==> config.mk <==
export PLATFORM = sky130hd
export DESIGN_NAME = ptp_tod_clock
export DESIGN_NICKNAME = d
export VERILOG_FILES = /design/src/rtl/ptp_tod_pkg.sv /design/src/rtl/ptp_access_regs.sv /design/src/rtl/ptp_rate_trim.sv /design/src/rtl/ptp_tod_core.sv /design/src/rtl/ptp_tod_clock.sv
export SDC_FILE = /design/constraint.sdc
export NUM_CORES = 1
export LEC_CHECK = 0
export ABC_AREA = 1
export BUFFER_PORTS_ARGS = -buffer_cell sky130_fd_sc_hd__buf_2
export CAP_MARGIN = 20
export CORE_UTILIZATION = 50
export DETAILED_ROUTE_END_ITERATION = 8
export PLACE_DENSITY = 0.73
export SETUP_SLACK_MARGIN = 0.4
export SLEW_MARGIN = 20
export SYNTH_ARGS = -nofsm -noshare
export SYNTH_HDL_FRONTEND = slang
export SYNTH_SLANG_ARGS = --single-unit
==> constraint.sdc <==
create_clock -name clk -period 12.45 [get_ports clk]
set_input_delay 2.49 -clock clk [delete_from_list [all_inputs] [get_ports clk]]
set_output_delay 2.49 -clock clk [all_outputs]
set_load 0.005 [all_outputs]
==> src/rtl/ptp_tod_pkg.sv <==
package ptp_tod_pkg;
  typedef enum logic [1:0] {
    ACT_IDLE  = 2'd0,
    ACT_SAVE  = 2'd1,
    ACT_LOAD  = 2'd2,
    ACT_DELTA = 2'd3
  } tod_act_e;

  localparam logic [2:0] A_ACT   = 3'd0;
  localparam logic [2:0] A_SECLO = 3'd1;
  localparam logic [2:0] A_SECHI = 3'd2;
  localparam logic [2:0] A_NSEC  = 3'd3;
  localparam logic [2:0] A_RATE  = 3'd4;
  localparam logic [2:0] A_TRIM  = 3'd5;

  localparam int NS_W = 30;
  localparam logic signed [31:0] BILLION   = 32'sd1000000000;
  localparam logic signed [31:0] NEG_FLOOR = -32'sd16;
  localparam logic [NS_W-1:0]    WRAP_LO   = 30'h3FFF_FFF0;
endpackage

==> src/rtl/ptp_access_regs.sv <==
module ptp_access_regs
  import ptp_tod_pkg::*;
#(
  parameter int SEC_W = 48
) (
  input  logic              clk,
  input  logic              rst_n,
  input  logic              wr_en,
  input  logic [2:0]        wr_addr,
  input  logic [31:0]       wr_data,
  input  logic [2:0]        rd_addr,
  input  logic [SEC_W-1:0]  cur_sec,
  input  logic [NS_W-1:0]   cur_ns,
  output logic [31:0]       rd_data,
  output logic [SEC_W-1:0]  acc_sec,
  output logic [NS_W-1:0]   acc_ns,
  output logic              go_save,
  output logic              go_load,
  output logic              go_delta,
  output logic              rate_unit_ns,
  output logic [NS_W-1:0]   rate_intv,
  output logic              trim_en,
  output logic              trim_sub,
  output logic              trim_restart
);
  localparam int HI_W = SEC_W - 32;

  tod_act_e act_q;
  tod_act_e code;
  logic     new_cmd;

  assign code    = tod_act_e'(wr_data[1:0]);
  assign new_cmd = wr_en && (wr_addr == A_ACT) && (code != ACT_IDLE) && (code != act_q);
  assign go_save  = new_cmd && (code == ACT_SAVE);
  assign go_load  = new_cmd && (code == ACT_LOAD);
  assign go_delta = new_cmd && (code == ACT_DELTA);
  assign trim_restart = wr_en && ((wr_addr == A_RATE) || (wr_addr == A_TRIM));

  always_ff @(posedge clk or negedge rst_n) begin
    if (!rst_n) begin
      act_q        <= ACT_IDLE;
      acc_sec      <= '0;
      acc_ns       <= '0;
      rate_unit_ns <= 1'b0;
      rate_intv    <= '0;
      trim_en      <= 1'b0;
      trim_sub     <= 1'b0;
    end else begin
      if (wr_en) begin
        case (wr_addr)
          A_ACT:  act_q <= code;
          A_RATE: begin
            rate_intv    <= wr_data[NS_W-1:0];
            rate_unit_ns <= wr_data[30];
          end
          A_TRIM: begin
            trim_en  <= wr_data[0];
            trim_sub <= wr_data[1];
          end
          default: ;
        endcase
      end
      if (go_save) begin
        acc_sec <= cur_sec;
        acc_ns  <= cur_ns;
      end else if (wr_en) begin
        case (wr_addr)
          A_SECLO: acc_sec[31:0]       <= wr_data;
          A_SECHI: acc_sec[SEC_W-1:32] <= wr_data[HI_W-1:0];
          A_NSEC:  acc_ns              <= wr_data[NS_W-1:0];
          default: ;
        endcase
      end
    end
  end

  always_comb begin
    case (rd_addr)
      A_ACT:   rd_data = {30'd0, act_q};
      A_SECLO: rd_data = acc_sec[31:0];
      A_SECHI: rd_data = 32'(acc_sec[SEC_W-1:32]);
      A_NSEC:  rd_data = {2'b00, acc_ns};
      A_RATE:  rd_data = {1'b0, rate_unit_ns, rate_intv};
      A_TRIM:  rd_data = {30'd0, trim_sub, trim_en};
      default: rd_data = 32'd0;
    endcase
  end


  save_snap_chk: assert property (@(posedge clk) disable iff (!rst_n)
    go_save |=> (acc_sec == $past(cur_sec)) && (acc_ns == $past(cur_ns)));
endmodule

==> src/rtl/ptp_rate_trim.sv <==
module ptp_rate_trim
  import ptp_tod_pkg::*;
#(
  parameter int NOM_NS = 8
) (
  input  logic            clk,
  input  logic            rst_n,
  input  logic            unit_ns,
  input  logic [NS_W-1:0] intv,
  input  logic            en,
  input  logic            restart,
  output logic            corr
);
  localparam int ACC_W = 32;
  localparam logic [ACC_W-1:0] INC_NS = ACC_W'(NOM_NS);
  localparam logic [ACC_W-1:0] INC_PS = ACC_W'(NOM_NS * 1000);

  logic [ACC_W-1:0] acc_q, sum, limit;

  assign limit = {2'b00, intv};
  assign sum   = acc_q + (unit_ns ? INC_NS : INC_PS);
  assign corr  = en && !restart && (sum >= limit);

  always_ff @(posedge clk or negedge rst_n) begin
    if (!rst_n)                   acc_q <= '0;
    else if (restart || !en || corr) acc_q <= '0;
    else                          acc_q <= sum;
  end


  acc_bound_chk: assert property (@(posedge clk) disable iff (!rst_n)
    (acc_q < limit) || (acc_q == '0));
endmodule

==> src/rtl/ptp_tod_core.sv <==
module ptp_tod_core
  import ptp_tod_pkg::*;
#(
  parameter int SEC_W  = 48,
  parameter int NOM_NS = 8
) (
  input  logic             clk,
  input  logic             rst_n,
  input  logic             go_load,
  input  logic             go_delta,
  input  logic [SEC_W-1:0] acc_sec,
  input  logic [NS_W-1:0]  acc_ns,
  input  logic             corr,
  input  logic             corr_sub,
  output logic [SEC_W-1:0] tod_sec,
  output logic [NS_W-1:0]  tod_ns
);
  localparam logic [SEC_W-1:0] SEC_ONE = SEC_W'(1);
  localparam logic signed [31:0] STEP_NOM = 32'(NOM_NS);

  logic [SEC_W-1:0]   sec_q, sec_n;
  logic [NS_W-1:0]    ns_q, ns_n;
  logic signed [31:0] cur_v, step_v, dlt_v, sum_v;
  logic               live_q;

  assign cur_v  = (ns_q >= WRAP_LO) ? $signed({2'b11, ns_q}) : $signed({2'b00, ns_q});
  assign step_v = corr ? (corr_sub ? STEP_NOM - 32'sd1 : STEP_NOM + 32'sd1) : STEP_NOM;
  assign dlt_v  = go_delta ? $signed({{2{acc_ns[NS_W-1]}}, acc_ns}) : 32'sd0;
  assign sum_v  = cur_v + step_v + dlt_v;

  always_comb begin
    sec_n = sec_q;
    ns_n  = sum_v[NS_W-1:0];
    if (go_load) begin
      sec_n = acc_sec;
      ns_n  = acc_ns;
    end else if (sum_v >= BILLION) begin
      sec_n = sec_q + SEC_ONE;
      ns_n  = NS_W'(sum_v - BILLION);
    end else if (sum_v < NEG_FLOOR) begin
      sec_n = sec_q - SEC_ONE;
      ns_n  = NS_W'(sum_v + BILLION);
    end
  end

  always_ff @(posedge clk or negedge rst_n) begin
    if (!rst_n) begin
      sec_q  <= '0;
      ns_q   <= '0;
      live_q <= 1'b0;
    end else begin
      sec_q  <= sec_n;
      ns_q   <= ns_n;
      live_q <= 1'b1;
    end
  end

  assign tod_sec = sec_q;
  assign tod_ns  = ns_q;


  load_exact_chk: assert property (@(posedge clk) disable iff (!rst_n)
    go_load |=> (tod_sec == $past(acc_sec)) && (tod_ns == $past(acc_ns)));


  ns_window_chk: assert property (@(posedge clk) disable iff (!rst_n)
    (live_q && !$past(go_load)) |-> ((tod_ns < 30'd1000000000) || (tod_ns >= WRAP_LO)));


  free_run_chk: assert property (@(posedge clk) disable iff (!rst_n)
    (live_q && !$past(go_load) && !$past(go_delta) && !$past(corr)) |->
      ((tod_ns == NS_W'($past(tod_ns) + NS_W'(NOM_NS))) ||
       ((tod_sec == $past(tod_sec) + SEC_ONE) &&
        (32'(tod_ns) + 32'd1000000000 == 32'($past(tod_ns)) + 32'(NOM_NS)))));
endmodule

==> src/rtl/ptp_tod_clock.sv <==
module ptp_tod_clock
  import ptp_tod_pkg::*;
#(
  parameter int SEC_W  = 48,
  parameter int NOM_NS = 8
) (
  input  logic             clk,
  input  logic             rst_n,
  input  logic             wr_en,
  input  logic [2:0]       wr_addr,
  input  logic [31:0]      wr_data,
  input  logic [2:0]       rd_addr,
  output logic [31:0]      rd_data,
  output logic [SEC_W-1:0] tod_sec,
  output logic [NS_W-1:0]  tod_ns
);
  logic [SEC_W-1:0] acc_sec;
  logic [NS_W-1:0]  acc_ns, rate_intv;
  logic go_save, go_load, go_delta;
  logic rate_unit_ns, trim_en, trim_sub, trim_restart, corr;

  ptp_access_regs #(.SEC_W(SEC_W)) u_regs (
    .clk(clk), .rst_n(rst_n), .wr_en(wr_en), .wr_addr(wr_addr), .wr_data(wr_data),
    .rd_addr(rd_addr), .cur_sec(tod_sec), .cur_ns(tod_ns), .rd_data(rd_data),
    .acc_sec(acc_sec), .acc_ns(acc_ns), .go_save(go_save), .go_load(go_load),
    .go_delta(go_delta), .rate_unit_ns(rate_unit_ns), .rate_intv(rate_intv),
    .trim_en(trim_en), .trim_sub(trim_sub), .trim_restart(trim_restart)
  );

  ptp_rate_trim #(.NOM_NS(NOM_NS)) u_trim (
    .clk(clk), .rst_n(rst_n), .unit_ns(rate_unit_ns), .intv(rate_intv),
    .en(trim_en), .restart(trim_restart), .corr(corr)
  );

  ptp_tod_core #(.SEC_W(SEC_W), .NOM_NS(NOM_NS)) u_core (
    .clk(clk), .rst_n(rst_n), .go_load(go_load), .go_delta(go_delta),
    .acc_sec(acc_sec), .acc_ns(acc_ns), .corr(corr), .corr_sub(trim_sub),
    .tod_sec(tod_sec), .tod_ns(tod_ns)
  );


  single_action_chk: assert property (@(posedge clk) disable iff (!rst_n)
    $onehot0({go_save, go_load, go_delta}));
endmodule

# ---- Word-level counts from Yosys, hierarchy flattened
# Index checks and enable logic that the tools add are counted.
dict set report totals {
  ff_bits 223
  in_bits 41
  output_inout_bits 110
  elab_cells 84
}
dict set report op_classes {
  add_sub_neg 7
  order_cmp 4
  n_eq_ne 14
  mux 20
  reduce_logical 28
}
# op count
set op_table {}
lappend op_table {{2-to-1 mux 48 bit} 5}
lappend op_table {{one-hot mux 32 bit (6 select lines)} 1}
lappend op_table {{2-to-1 mux 30 bit} 6}
lappend op_table {{2-to-1 mux 32 bit} 5}
lappend op_table {{adder 32 bit} 3}
lappend op_table {{adder 48 x 1 -> 48 bit, second input constant} 1}
lappend op_table {{subtractor 48 x 1 -> 48 bit, second input constant} 1}
lappend op_table {{greater-or-equal comparator 32 x 30 -> 1 bit} 1}
lappend op_table {{greater-or-equal comparator 32 x 31 -> 1 bit, second input constant} 1}
lappend op_table {{less-than comparator 32 x 5 -> 1 bit, second input constant} 1}
lappend op_table {{adder 30 x 28 -> 30 bit, second input constant} 1}
lappend op_table {{greater-or-equal comparator 30 bit, second input constant} 1}
lappend op_table {{subtractor 30 x 28 -> 30 bit, second input constant} 1}
lappend op_table {{2-to-1 mux 16 bit} 1}
lappend op_table {{2-to-1 mux 13 bit} 1}
lappend op_table {{equality test 3 x 2 -> 1 bit, second input constant} 4}
lappend op_table {{equality test 3 bit, second input constant} 4}
lappend op_table {{AND reduction 2 bit} 6}
lappend op_table {{nonzero test 2 bit} 5}
lappend op_table {{logical AND 1 bit} 9}
lappend op_table {{equality test 3 x 1 -> 1 bit, second input constant} 2}
lappend op_table {{zero test 3 bit} 2}
lappend op_table {{equality test 2 bit, second input constant} 2}
lappend op_table {{2-to-1 mux 4 bit} 1}
lappend op_table {{other kinds (5)} 8}

# ---- Depth between registers and ports, before layout
dict set report logic_depth {
  ltp_word 13
  depth_mapped 64
  mapped_depth_nobuf 62
}

# ---- Cells and area by module
# Synthesis repeated with hierarchy kept, for this count alone.
dict set report hier_totals {
  cells_unflattened 2946
  area_unflattened_um2 19301.0
}
# module n_inst cells_per_inst area_each_um2 seq_area_each_um2
set by_module_without_submodules {}
lappend by_module_without_submodules {ptp_tod_core 1 1772 10754.1 1951.9}
lappend by_module_without_submodules {ptp_access_regs 1 797 5844.4 2827.7}
lappend by_module_without_submodules {ptp_rate_trim 1 377 2702.6 725.7}

# ---- Least setup slack after synthesis
# OpenSTA, ideal clock, no wires.
dict set report synth_path {
  path_type {register to register}
  startpoint {register u_regs.rate_unit_ns}
  endpoint {register u_core.sec_q[33] (netlist: u_core.tod_sec[33])}
  setup_ns 0.125
  arrival_time_ns 8.743
  t_required_ns 12.325
  setup_slack_ns 3.582
  stages_incl_launch_ff 55
  path_buffers 1
  synth_period_minus_slack_ns 8.868
  cell_sequence {dfrtp_1 -> inv_1 -> ha_1 -> a31o_2 -> a31oi_1 -> o21ai_0 -> nand2_1 -> a21oi_1 -> inv_1 -> nor3_1 -> nand3_1 -> nor2_1 -> xor2_1 -> inv_1 -> ha_1 -> nand4_1 -> o221a_2 -> nand2_1 -> [19 not listed] -> nand3_1 -> nand3_2 -> nand2_4 -> buf_2 -> ha_1 -> nand3_1 -> nand3_1 -> a21oi_1 -> o21ai_0 -> nand2_1 -> nand2_1 -> a21oi_1 -> inv_1 -> a21oi_1 -> o21ai_0 -> or2_2 -> nand4_1 -> nand3_1}
}
dict set report synth_between {
  elab_chain_len 10
  word_cells_on_any_way 12
  cone_classes {3 x add/sub; 3 x order compare; 4 x mux; 2 x reduce/logical}
}
# item line
set synth_rtl {}
lappend synth_rtl {{start, declared} ptp_access_regs.sv:20} ;# output logic rate_unit_ns,
lappend synth_rtl {{start signal, assigned} ptp_access_regs.sv:54} ;# rate_unit_ns <= wr_data[30];
lappend synth_rtl {{2-to-1 mux 13 bit *} ptp_rate_trim.sv:21} ;# assign sum = acc_q + (unit_ns ? INC_NS : INC_PS);
lappend synth_rtl {{adder 32 bit *} ptp_rate_trim.sv:21}
lappend synth_rtl {{greater-or-equal comparator 32 x 30 -> 1 bit *} ptp_rate_trim.sv:22} ;# assign corr = en && !restart && (sum >= limit);
lappend synth_rtl {{logical AND 1 bit *} ptp_rate_trim.sv:22}
lappend synth_rtl {{2-to-1 mux 32 bit *} ptp_tod_core.sv:27} ;# assign step_v = corr ? (corr_sub ? STEP_NOM - 32'sd1 : STEP_NOM + 32'sd1) : STEP_NOM;
lappend synth_rtl {{adder 32 bit * (2 in series)} ptp_tod_core.sv:29} ;# assign sum_v = cur_v + step_v + dlt_v;
lappend synth_rtl {{greater-or-equal comparator 32 x 31 -> 1 bit} ptp_tod_core.sv:37} ;# end else if (sum_v >= BILLION) begin
lappend synth_rtl {{2-to-1 mux 48 bit} ptp_tod_core.sv:37}
lappend synth_rtl {{2-to-1 mux 48 bit} ptp_tod_core.sv:34} ;# if (go_load) begin
lappend synth_rtl {{end signal, assigned} ptp_tod_core.sv:52} ;# sec_q <= sec_n;
lappend synth_rtl {{end, declared} ptp_tod_core.sv:21} ;# logic [SEC_W-1:0] sec_q, sec_n;
# Mark *: on every way between the ends. The rest lies on a longest branch, timed or not.
# A chain may end at the register's enable or synchronous reset.

# ---- Worst setup path after layout
dict set report layout_path {
  startpoint {register u_regs.rate_unit_ns}
  endpoint {register u_core.sec_q[44] (netlist: u_core.tod_sec[44])}
}
# The elaborated chain is that of the path after synthesis.

==> flow_summary.yaml <==
outcome:
  status: "finished, final reports clean"
cells_and_area:
  layout_commonest_cell: "nand2_1"
  synthToLayoutAreaGrowth_pct: 11.5
  fin_nets: 3275
  final_cell_mix: "1,037 x nand2_1, 401 x inv_1, 259 x nor2_1"
  drive_above_1_share_pct: 8.68
  final_util_pct: 56.5
logic_synthesis:
  synth-edff-count: 0
  yosysWarnings: 0
  synth_seq_cells: 220
  synth_cell_types: 54
  syn_inst: 2961
  async_flop_share_pct: 100
  synth_area_per_cell_um2: 6.43
  ys_seq_area_share_pct: 28.9
  synth_area_um2: 19000
  ys.flop_type: "dfrtp_1"
timing:
  rsz0062_at_grt: "false"
  finalSetupViolCount: 0
  fmax_mhz: 92.2
  tns_ns: 0
  finalCritPeriodShare_pct: 87.1
  worstMarginPinSlew_ns: 1.09
  final-max-slew-violation-count: 0
  min_period_ns: 10.85
  finalWorstSetupSlack_ns: 1.60
  finClkSkew_ns: 0.0290
  hold_viol: 0
  slew-limit-headroom_pct: 27.5
critical_path:
  worst-path-max-fanout: 38
  cp_data_required_time_ns: 12.94
  slowest_stage: "o21ai_0"
  crit_type: "reg -> reg"
  slowest_delay_ns: 0.60
  crit_path_frequent_cell: "nand2_1"
  critPathLaunchType: "register"
  cp_data_arrival_time_ns: 11.34
  cp-end-kind: "register"
floorplan:
  ios: 151
  die_y_um: 197
  core_um2: 37600
  die_w_um: 197
  rows: 71
  die_area_um2: 38900
  start_util_pct: 50.7
route:
  wl_met2_um: 32200
  routed_wl_um: 74800
  top_layer: "met5"
  drc: 0
  wl_met3_um: 8040
  antenna_left: 0
  post_drt_wl_per_cell_um: 20.6
  vias: 20800
  vias_per_cell: 5.75
  drt_iter0_markers: 2326
  m1WireLength_um: 32200
  drtPass1Iterations: 6
pwr:
  clock_power_share_pct: 15.6
  irDropWorstVdd_mv: 0.127
  p_leak_nw: 11.3
  swShare_pct: 53.2
  pwr-share-comb_pct: 61.5
  internal_power_mw: 2.55
  power_density_nw_per_um2: 257
  p_total_mw: 5.45
  power.switching_mw: 2.90
  power_frac_seq_pct: 22.8
clock_network:
  cts_tree: "done"
  clockBufferDepth: 3
  htreeDepth: 1
  path_clk_slew_ns: 0.06
  cts.sinks: 220
  cts_setup_buffers: 0
  cts_hold_buf: 0
  clock_latency_ns: 0.58
  cts_resized: 0
  cts_buffers: 29
  cts_root_buffer: "clkbuf_16"
global_routing:
  grt_max_degree: 87
  first_global_vias: 19300
  grt_pass1_wl_um: 113000
  gr-usage-all-layers_pct: 38.4
  gr-total-overflow: 0
  antenna_found_initial: 4
placed_design:
  gp_congestion: 1.05
  hpwl_um: 59700
  pre_cts_slack_ns: 1.75
  numPortBuffers: 150
run:
  drv_cap: 0
worst_hold_path:
  worstHoldPathType: "reg -> reg"
-- layout make-up --
class / count / area, um2
clock inverter: 16 / 158
multi-input combinational: 2253 / 11700
sequential: 220 / 5510
antenna: 4 / 10.0
timing repair buffer: 167 / 888
fill: 3783 / 16300
clock buffer: 37 / 796
inverter: 417 / 1570
tap: 511 / 639
-- critical path: cells and delay by family (launching register included) --
kind | cells | cell delay, ns
flops | 1 | 0.35
compound gates | 12 | 3.29
xor+xnor | 1 | 0.22
simple gates | 27 | 3.74
fa+ha+maj | 6 | 2.39
buf+inv | 6 | 0.73
-- flip-flops by register name (all words and copies together), names as in the netlist --
name,count
u_trim.acc_q,29
u_regs.act_q,2
u_core.tod_sec,48
u_regs.rate_intv,30
u_regs.acc_sec,48
u_regs.rate_unit_ns,1
u_regs.trim_sub,1
u_regs.trim_en,1
u_core.tod_ns,30
u_regs.acc_ns,30
-- routing by layer --
metal	track usage [%]	up-vias
met5	0	-
met4	10.7	4
met3	9.82	133
met2	58.2	1015
met1	53.8	9858
li1	-	9823
-- synth_stat cells (4+ instances only) --
library cell	n	share of area, %
nand2_1	1038	20
inv_1	401	7.9
nor2_1	261	5.1
dfrtp_1	220	29
nand3_1	177	4.7
ha_1	140	9.2
o21ai_0	139	3.7
a21oi_1	117	3.1
o211ai_1	60	2.4
nand4_1	57	1.9
xor2_1	53	2.4
clkbuf_1	48	0.95
nor3_1	31	0.81
o221ai_1	23	1.1
xnor2_1	23	1.1
or2_2	16	0.53
a22oi_1	13	0.51
a31oi_1	13	0.43
inv_2	12	0.24
buf_2	11	0.29
a21o_1	9	0.35
o21ai_1	9	0.24
buf_1	6	0.12
fa_1	6	0.63
nand2_2	6	0.20
nor2_2	5	0.16
nor4_1	5	0.16
o21a_1	5	0.20
o21bai_1	5	0.20
o22ai_1	5	0.16
a211oi_1	4	0.16
buf_4	4	0.16
-- power groups by stage --
stage | registers [mW] | clock network, mW | logic (mW)
after global routing | 1.25 | 0.879 | 3.73
final | 1.24 | 0.853 | 3.35
after floorplan | 1.10 | 0 | 2.29
after global placement | 1.24 | 0 | 3.21
after CTS | 1.23 | 0.853 | 3.27
after detailed placement | 1.24 | 0 | 3.24
-- final timing paths --
check                                                      from                        endpoint  slack, ns  depth (start not counted)
worst min register to register    u_regs.acc_ns[20]$_DFFE_PN0P_     u_core.tod_ns[20]$_DFF_PN0_       0.49                          2
max in group asynchronous                                 rst_n      u_core.tod_ns[7]$_DFF_PN0_       9.09                          2
worst max-delay path            u_regs.rate_unit_ns$_DFFE_PN0P_  u_core.tod_sec[44]$_DFFE_PN0P_       1.60                         52
worst min-delay path              u_regs.acc_ns[20]$_DFFE_PN0P_     u_core.tod_ns[20]$_DFF_PN0_       0.49                          2
min in group asynchronous                                 rst_n   u_regs.acc_sec[6]$_DFFE_PN0P_       1.87                          1
worst max register to register  u_regs.rate_unit_ns$_DFFE_PN0P_  u_core.tod_sec[44]$_DFFE_PN0P_       1.60                         52
-- logic make-up after synthesis --
family | synth area share (%)
other | 0.0197
adder cells (fa/ha/maj) | 9.83
AND/OR/NAND/NOR | 34.8
AO/OA/AOI/OAI | 13.1
flip-flops | 28.9
buffers and inverters | 9.92
XOR/XNOR | 3.49
-- metrics by stage --
step	hold slack, ns	cell area, um2	std cells
floorplan	0.449	19000	2962
global placement	0.473	20300	3568
detailed placement	0.465	20300	3568
CTS	0.488	21200	3621
global route	0.516	21200	3622
finish	0.490	21200	3625
(Power assumes the default switching activity.)
